--- config.mk ---
export PLATFORM = sky130hd
export DESIGN_NAME = swd_decoder
export DESIGN_NICKNAME = d
export VERILOG_FILES = /design/src/rtl/swd_pkg.sv /design/src/rtl/swd_cfg_check.sv /design/src/rtl/swd_window.sv /design/src/rtl/swd_decoder.sv
export SDC_FILE = /design/constraint.sdc
export NUM_CORES = 1
export LEC_CHECK = 0
export CORE_ASPECT_RATIO = 1.2
export CORE_UTILIZATION = 44
export CTS_CLUSTER_SIZE = 10
export DETAILED_ROUTE_END_ITERATION = 7
export PLACE_DENSITY_LB_ADDON = 0.08
export SLEW_MARGIN = 30
export SYNTH_ARGS = -nofsm -noshare
export SYNTH_HDL_FRONTEND = slang
export SYNTH_SLANG_ARGS = --single-unit
--- constraint.sdc ---
create_clock -name clk -period 7.2 [get_ports clk]
set_clock_uncertainty 0.1 [all_clocks]
set_input_delay 1.08 -clock clk [delete_from_list [all_inputs] [get_ports clk]]
set_output_delay 1.08 -clock clk [all_outputs]
set_load 0.03 [all_outputs]
--- src/rtl/swd_pkg.sv ---
package swd_pkg;
    typedef enum logic [1:0] {
        WS_UNPROG = 2'd0,
        WS_PARKED = 2'd1,
        WS_LIVE   = 2'd2
    } win_state_e;

    localparam int unsigned SWD_AW     = 32;
    localparam int unsigned SWD_CODE_W = 4;

    localparam logic [1:0] CFG_SEL_NARROW = 2'd0;
    localparam logic [1:0] CFG_SEL_WIDE   = 2'd1;
    localparam logic [1:0] CFG_SEL_CTRL   = 2'd2;
endpackage

--- src/rtl/swd_cfg_check.sv ---
module swd_cfg_check #(
    parameter int unsigned AW          = 32,
    parameter int unsigned CODE_W      = 4,
    parameter int unsigned MIN_EXP     = 19,
    parameter int unsigned MAX_CODE    = 3,
    parameter int unsigned ALIGN_FLOOR = 19,
    parameter int unsigned SPACE_BITS  = 24
) (
    input  logic [AW-1:0]     base_i,
    input  logic [CODE_W-1:0] code_i,
    output logic              ok_o,
    output logic [AW-1:0]     mask_o
);
    localparam logic [AW-1:0] SPACE_KEEP = AW'((64'd1 << SPACE_BITS) - 64'd1);

    logic [6:0]    exp_w;
    logic [6:0]    align_w;
    logic [AW-1:0] align_mask;
    logic          code_ok;

    always_comb begin
        exp_w      = 7'(MIN_EXP) + 7'(code_i);
        align_w    = (exp_w > 7'(ALIGN_FLOOR)) ? exp_w : 7'(ALIGN_FLOOR);
        mask_o     = AW'((64'd1 << exp_w) - 64'd1);
        align_mask = AW'((64'd1 << align_w) - 64'd1);
        code_ok    = (32'(code_i) <= MAX_CODE);
        ok_o       = code_ok
                  && ((base_i & align_mask) == '0)
                  && ((base_i & ~SPACE_KEEP) == '0);
    end
endmodule

--- src/rtl/swd_window.sv ---
module swd_window
    import swd_pkg::*;
#(
    parameter int unsigned AW          = 32,
    parameter int unsigned CODE_W      = 4,
    parameter int unsigned MIN_EXP     = 19,
    parameter int unsigned MAX_CODE    = 3,
    parameter int unsigned ALIGN_FLOOR = 19,
    parameter int unsigned SPACE_BITS  = 24
) (
    input  logic              clk,
    input  logic              rst_n,
    input  logic              wr_en,
    input  logic [AW-1:0]     wr_base,
    input  logic [CODE_W-1:0] wr_code,
    input  logic              en_next,
    input  logic              acc_valid,
    input  logic              acc_sel,
    input  logic              acc_local,
    input  logic [AW-1:0]     acc_addr,
    output logic              hit_o,
    output logic              lmon_o,
    output logic              bus_o,
    output logic              ready_o,
    output logic              reject_o,
    output logic [AW-1:0]     off_o
);
    localparam logic [AW-1:0] SPACE_KEEP = AW'((64'd1 << SPACE_BITS) - 64'd1);

    win_state_e    state_q, state_d;
    logic [AW-1:0] base_q, mask_q;
    logic          cfg_ok;
    logic [AW-1:0] cfg_mask;
    logic          cfg_take;

    logic [AW-1:0] addr_in, off_d;
    logic          programmed, hit_d, lmon_d, bus_d;

    swd_cfg_check #(
        .AW(AW), .CODE_W(CODE_W), .MIN_EXP(MIN_EXP), .MAX_CODE(MAX_CODE),
        .ALIGN_FLOOR(ALIGN_FLOOR), .SPACE_BITS(SPACE_BITS)
    ) u_check (
        .base_i (wr_base),
        .code_i (wr_code),
        .ok_o   (cfg_ok),
        .mask_o (cfg_mask)
    );

    assign cfg_take = wr_en && cfg_ok;
    assign reject_o = wr_en && !cfg_ok;

    // state register
    always_ff @(posedge clk or negedge rst_n) begin
        if (!rst_n) state_q <= WS_UNPROG;
        else        state_q <= state_d;
    end

    // transitions: program, arm, disarm
    always_comb begin
        state_d = state_q;
        unique case (state_q)
            WS_UNPROG: if (cfg_take) state_d = en_next ? WS_LIVE : WS_PARKED;
            WS_PARKED: if (en_next)  state_d = WS_LIVE;
            WS_LIVE:   if (!en_next) state_d = WS_PARKED;
            default:   state_d = WS_UNPROG;
        endcase
    end

    always_ff @(posedge clk or negedge rst_n) begin
        if (!rst_n) begin
            base_q <= '0;
            mask_q <= '0;
        end else if (cfg_take) begin
            base_q <= wr_base;
            mask_q <= cfg_mask;
        end
    end

    // match
    always_comb begin
        addr_in    = acc_addr & SPACE_KEEP;
        programmed = (state_q != WS_UNPROG);
        hit_d      = acc_valid && acc_sel && programmed
                  && ((addr_in & ~mask_q) == base_q)
                  && (acc_local || (state_q == WS_LIVE));
        off_d      = hit_d ? (addr_in & mask_q) : '0;
        lmon_d     = hit_d && ((off_d | AW'(3)) == mask_q);
        bus_d      = hit_d && !acc_local;
    end

    // outputs
    always_ff @(posedge clk or negedge rst_n) begin
        if (!rst_n) begin
            hit_o  <= 1'b0;
            lmon_o <= 1'b0;
            bus_o  <= 1'b0;
            off_o  <= '0;
        end else begin
            hit_o  <= hit_d;
            lmon_o <= lmon_d;
            bus_o  <= bus_d;
            off_o  <= off_d;
        end
    end

    assign ready_o = programmed;

    assert_unprog_quiet_R1: assert property (@(posedge clk) disable iff (!rst_n)
        (state_q == WS_UNPROG) |=> !hit_o);
    assert_bus_needs_live_R2: assert property (@(posedge clk) disable iff (!rst_n)
        (state_q != WS_LIVE) |=> !bus_o);
    assert_lmon_only_on_hit_R7: assert property (@(posedge clk) disable iff (!rst_n)
        lmon_o |-> hit_o);
    assert_reject_keeps_window_R9: assert property (@(posedge clk) disable iff (!rst_n)
        reject_o |=> ($stable(base_q) && $stable(mask_q)));
endmodule

--- src/rtl/swd_decoder.sv ---
module swd_decoder
    import swd_pkg::*;
#(
    parameter int unsigned AW         = SWD_AW,
    parameter int unsigned CODE_W     = SWD_CODE_W,
    parameter int unsigned N_MIN_EXP  = 19,
    parameter int unsigned N_MAX_CODE = 3,
    parameter int unsigned N_SPACE    = 24,
    parameter int unsigned W_MIN_EXP  = 12,
    parameter int unsigned W_MAX_CODE = 15,
    parameter int unsigned W_ALIGN    = 27
) (
    input  logic              clk,
    input  logic              rst_n,
    input  logic              cfg_we,
    input  logic [1:0]        cfg_sel,
    input  logic [AW-1:0]     cfg_base,
    input  logic [CODE_W-1:0] cfg_code,
    input  logic              acc_valid,
    input  logic              acc_wide,
    input  logic              acc_local,
    input  logic [AW-1:0]     acc_addr,
    output logic              dec_hit,
    output logic              dec_wide,
    output logic [AW-1:0]     dec_offset,
    output logic              dec_lmon,
    output logic              dec_bus,
    output logic [1:0]        stat_ready,
    output logic              stat_enable,
    output logic              stat_cfg_err
);
    localparam int unsigned NWIN = 2;

    logic            en_q, en_d, err_q, ctl_wr;
    logic [NWIN-1:0] w_hit, w_lmon, w_bus, w_rdy, w_rej;
    logic [AW-1:0]   w_off [NWIN];

    assign ctl_wr = cfg_we && (cfg_sel == CFG_SEL_CTRL);
    assign en_d   = ctl_wr ? cfg_base[0] : en_q;

    always_ff @(posedge clk or negedge rst_n) begin
        if (!rst_n) begin
            en_q  <= 1'b0;
            err_q <= 1'b0;
        end else begin
            en_q <= en_d;
            if (|w_rej)                      err_q <= 1'b1;
            else if (ctl_wr && cfg_base[1])  err_q <= 1'b0;
        end
    end

    for (genvar g = 0; g < NWIN; g++) begin : g_win
        localparam int unsigned MIN_EXP  = (g == 0) ? N_MIN_EXP  : W_MIN_EXP;
        localparam int unsigned MAX_CODE = (g == 0) ? N_MAX_CODE : W_MAX_CODE;
        localparam int unsigned ALIGN_F  = (g == 0) ? N_MIN_EXP  : W_ALIGN;
        localparam int unsigned SPACE_B  = (g == 0) ? N_SPACE    : AW;

        swd_window #(
            .AW(AW), .CODE_W(CODE_W), .MIN_EXP(MIN_EXP), .MAX_CODE(MAX_CODE),
            .ALIGN_FLOOR(ALIGN_F), .SPACE_BITS(SPACE_B)
        ) u_win (
            .clk       (clk),
            .rst_n     (rst_n),
            .wr_en     (cfg_we && (cfg_sel == 2'(g))),
            .wr_base   (cfg_base),
            .wr_code   (cfg_code),
            .en_next   (en_d),
            .acc_valid (acc_valid),
            .acc_sel   (acc_wide == 1'(g)),
            .acc_local (acc_local),
            .acc_addr  (acc_addr),
            .hit_o     (w_hit[g]),
            .lmon_o    (w_lmon[g]),
            .bus_o     (w_bus[g]),
            .ready_o   (w_rdy[g]),
            .reject_o  (w_rej[g]),
            .off_o     (w_off[g])
        );
    end

    assign dec_hit      = |w_hit;
    assign dec_wide     = w_hit[1];
    assign dec_offset   = w_off[0] | w_off[1];
    assign dec_lmon     = |w_lmon;
    assign dec_bus      = |w_bus;
    assign stat_ready   = w_rdy;
    assign stat_enable  = en_q;
    assign stat_cfg_err = err_q;

    assert_single_window_R12: assert property (@(posedge clk) disable iff (!rst_n)
        $onehot0(w_hit));
    assert_local_stays_off_bus_R8: assert property (@(posedge clk) disable iff (!rst_n)
        (acc_valid && acc_local) |=> !dec_bus);
    assert_reject_raises_error_R9: assert property (@(posedge clk) disable iff (!rst_n)
        (|w_rej) |=> stat_cfg_err);
    assert_ready_sticky_R10: assert property (@(posedge clk) disable iff (!rst_n)
        (stat_ready[0] |=> stat_ready[0]) and (stat_ready[1] |=> stat_ready[1]));
endmodule

==> summary by stage <==
Drt
In this run the remaining antenna-violating nets after routing total 0. The first-pass iteration count of the detailed router is 8. After detailed routing, the average wire length per cell comes to 23.7 µm. For this run, design rule violations remaining after detail routing come to 0.

The number of vias in the routed layout is 9,713. The final wirelength is 39,100 µm. The first routing iteration left 1,064 violations. After detailed routing, the number of vias per cell comes to 5.90.

Pwr
Power spread over the standard cell area amounts to 177 mW/mm². In this run the static leakage power is 6.12 nW. IR analysis of the VDD net gives a maximum drop of 122 µV.

Yosys
The post-synthesis cell type count is 77. After synthesis the cells add up to 0.0116 mm². The synthesized design contains 196 register bits.

Synthesis produced 1,222 cells. The count of flip-flops with a built-in enable after synthesis is 0. The dominant register cell in the synthesized netlist is dfrtp_1. Averaged over all synthesized cells, the footprint is 9.46 µm². The count of yosys warnings during synthesis is 0. The part of the Yosys area used for sequential elements is 0.424.

The proportion of synthesized flip-flops having asynchronous set or reset is 1.00.

Clock network
The tree built by TritonCTS fans out to 196 sinks. Buffers inserted to repair hold after CTS numbered 0. Gates resized during post-CTS repair numbered 0. In this run the deepest clock path goes through 2 buffers. The post-CTS setup buffer count is 0. After clock tree synthesis, the clock-pin slew on the worst setup and hold paths is 0.07 ns.

CTS built an H-tree with a depth of 4. TritonCTS built the clock tree. CTS placed an instance of clkbuf_16 at the clock tree root. The total CTS buffers is 17. The later pin in the worst-skew pair is clocked with a latency of 0.45 ns.

Layout
In the layout the commonest cells are dfrtp_1, clkdlybuf4s50_1, nand2_1, xnor2_1, nor2b_1. The post-synthesis to final-layout area growth is 16.9%. The final standard cell count with taps included and fillers excluded is 1,646. The sequential cell area is 0.00490 mm². The filler cell count in the final layout is 2,427. The leading cell type in the layout, fill and taps excluded is dfrtp_1. The count of nets after finishing is 1,394. In the final layout, the share of cells above drive strength 1 is 0.107. Summing all multi-input logic gate instances after layout gives 0.00607 mm².

GRT
The first global-routing pass estimated 59,100 µm of wire. For this run, the total global-route usage over all layers was measured as 0.300. The number of global-route vias before repair is 9,401.

Entering global routing, the biggest net connects 119 pins. Global routing finished with a remaining overflow of 0. The number of antenna violations at the first check in global routing is 2.

Setup path
The cell at the slowest stage of the critical path is clkdlybuf4s50_1. The critical setup path kind is in2reg. The highest net fanout along the worst path is 55. STA classifies the critical path endpoint as a flop. Data on the critical path is required at its endpoint by 7.43 ns.

The worst setup path is launched from a primary input. Among cell families on the critical path, the largest total delay comes from simple AND/OR/NAND/NOR gates. Traced cell by cell, the critical path runs through clkdlybuf4s50_1 -> inv_1 -> ha_1 -> nand2b_1 -> and3_1 -> a31o_2 -> a21oi_1 -> nor4_1 -> nand4_1 -> nor2_4 -> buf_12 -> mux2_2. Data on the critical path arrives at its endpoint at 5.92 ns. The combined buffer and inverter count along the critical path is 3. On the worst path, the slowest cell contributes a delay of 0.64 ns.

Placed design
At the end of routability-driven placement, the weighted congestion stood at 0.942. The number of buffers added on ports is 115. The HPWL after detailed placement is 29,800 µm. The post-placement worst setup slack is 1.19 ns. In this run, placement finished with an instance count of 1,611.

Timing
The final worst-path cycle share is 0.790. The total count of max-transition violations in the final report is 0. The maximum clock frequency is 176 MHz. Setup repair after global routing left no endpoint under its margin. The actual transition at the worst max-transition pin is 0.870 ns. Adding up every negative setup slack in the final design gives 0 ns. The worst-case setup margin in the final layout is 1.51 ns. The hold violation count in the final report came to 0. After layout, the minimum clock period comes to 5.69 ns.

In this run the tightest slew margin relative to its limit is 0.416. The final number of setup-violating endpoints is 0.

Min path
The type of the tightest min-delay check is in2async.

Floorplan
The number of core rows is 64. The die area is 0.0269 mm². The area of the core region is 0.0256 mm². 116 I/O pins were placed. The die boundary width is 150 µm.

The initial utilization of the core area, before any placement, comes to 0.451. The floorplan step set the die height to 180 µm.

Outcome
The run finished with clean final reports.

Run
Max-cap violations in this run came to 0.
==> worst register-to-register path, stage by stage, from the launching register on <==
cell and delay, ns:
dfrtp_1 0.45, nor2b_1 0.09, xnor2_1 0.45, nand4_1 0.21
nor4_2 0.69, nand3_1 0.49, buf_4 0.34, o21ai_0 0.28
o211ai_1 0.16, nor4_1 0.37
==> per-layer routing <==
metal | up-vias | share of wire | GRT usage
li1 | 4494 | - | -
met1 | 4798 | 0.43 | 0.407
met2 | 355 | 0.47 | 0.477
met3 | 64 | 0.064 | 0.0439
met4 | 2 | 0.036 | 0.122
met5 | - | 0.00033 | 0
==> sequential cells by signal, summed over array words and instances, names as in the netlist <==
signal               flops
g_win.u_win.bus_o        2
g_win.u_win.base_q      64
g_win.u_win.lmon_o       2
g_win.u_win.off_o       56
stat_enable              1
g_win.u_win.mask_q      64
g_win.u_win.hit_o        2
g_win.u_win.state_q      4
stat_cfg_err             1
==> layout make-up <==
class,count,share of cell area
multi-input combinational,890,0.449
clock buffer,17,0.0315
antenna,2,0.000370
inverter,66,0.0183
clock inverter,15,0.0105
tap,330,0.0305
timing repair buffer,130,0.0972
sequential,196,0.363
==> cell usage after synthesis (4+ instances only) <==
master | n | area (µm²)
buf_4 | 21 | 158
nand2b_1 | 19 | 119
nand4_1 | 27 | 169
o21ai_1 | 16 | 80.1
o41ai_1 | 5 | 43.8
mux2_1 | 42 | 473
o21a_1 | 10 | 75.1
a22oi_1 | 10 | 75.1
nand2_1 | 75 | 282
a31oi_1 | 16 | 100
a221oi_1 | 4 | 35.0
nor3b_1 | 4 | 30.0
a21oi_1 | 43 | 215
xnor2_1 | 72 | 631
ha_1 | 17 | 213
dfrtp_1 | 196 | 4900
o21ai_0 | 59 | 295
or4_1 | 4 | 30.0
clkbuf_1 | 40 | 150
and2_1 | 7 | 43.8
a211oi_1 | 10 | 75.1
buf_2 | 11 | 55.1
mux2i_1 | 14 | 140
nor2b_1 | 71 | 444
o2111ai_1 | 11 | 96.3
and3_1 | 51 | 319
nor4_1 | 18 | 113
or2_2 | 33 | 206
nor4_2 | 4 | 50.1
mux2_2 | 41 | 462
nor3_1 | 27 | 135
inv_1 | 66 | 248
nor2_1 | 68 | 255
o31ai_1 | 7 | 52.6
nand3_1 | 23 | 115
o22ai_1 | 8 | 50.1
o211ai_1 | 6 | 45.0
nand3b_1 | 5 | 37.5
==> through the flow <==
step,area (µm²),hold WS (ns),power [mW],util
floorplan,11600,0.341,1.32,-
global placement,12900,0.373,1.49,0.504
detailed placement,12900,0.384,1.49,0.504
CTS,13500,0.403,2.40,0.526
global route,13500,0.393,2.49,0.527
finish,13500,0.383,2.40,0.528
==> worst paths after layout <==
kind                                      startpoint                        end  slack, ns  cells after the start
max                                      cfg_code[3]  g_win[1].u_win.base_q[18]       1.51                     12
min                                            rst_n   g_win[1].u_win.off_o[21]       0.38                      1
max reg2reg                g_win[1].u_win.mask_q[18]      g_win[1].u_win.lmon_o       3.45                      9
min reg2reg                g_win[0].u_win.mask_q[25]  g_win[0].u_win.mask_q[25]       0.40                      1
max in group asynchronous                      rst_n   g_win[0].u_win.mask_q[8]       5.31                      3
min in group clk           g_win[0].u_win.mask_q[25]  g_win[0].u_win.mask_q[25]       0.40                      1
==> cells by family after synthesis <==
| kind of cell | synth area share |
|---|---|
| buffers and inverters | 0.0531 |
| other | 0.000324 |
| XOR/XNOR | 0.0568 |
| AND/OR/NAND/NOR | 0.215 |
| AO/OA/AOI/OAI | 0.140 |
| multiplexers | 0.0930 |
| flip-flops | 0.424 |
| adder cells (fa/ha/maj) | 0.0184 |
==> where the power goes <==
group	internal, mW	switching (mW)	leakage, nW
sequential	1.10	0.00113	2.62
clock	0.460	0.464	0.278
combinational	0.129	0.243	3.22
total	1.69	0.708	6.12
(Power assumes the default switching activity.)
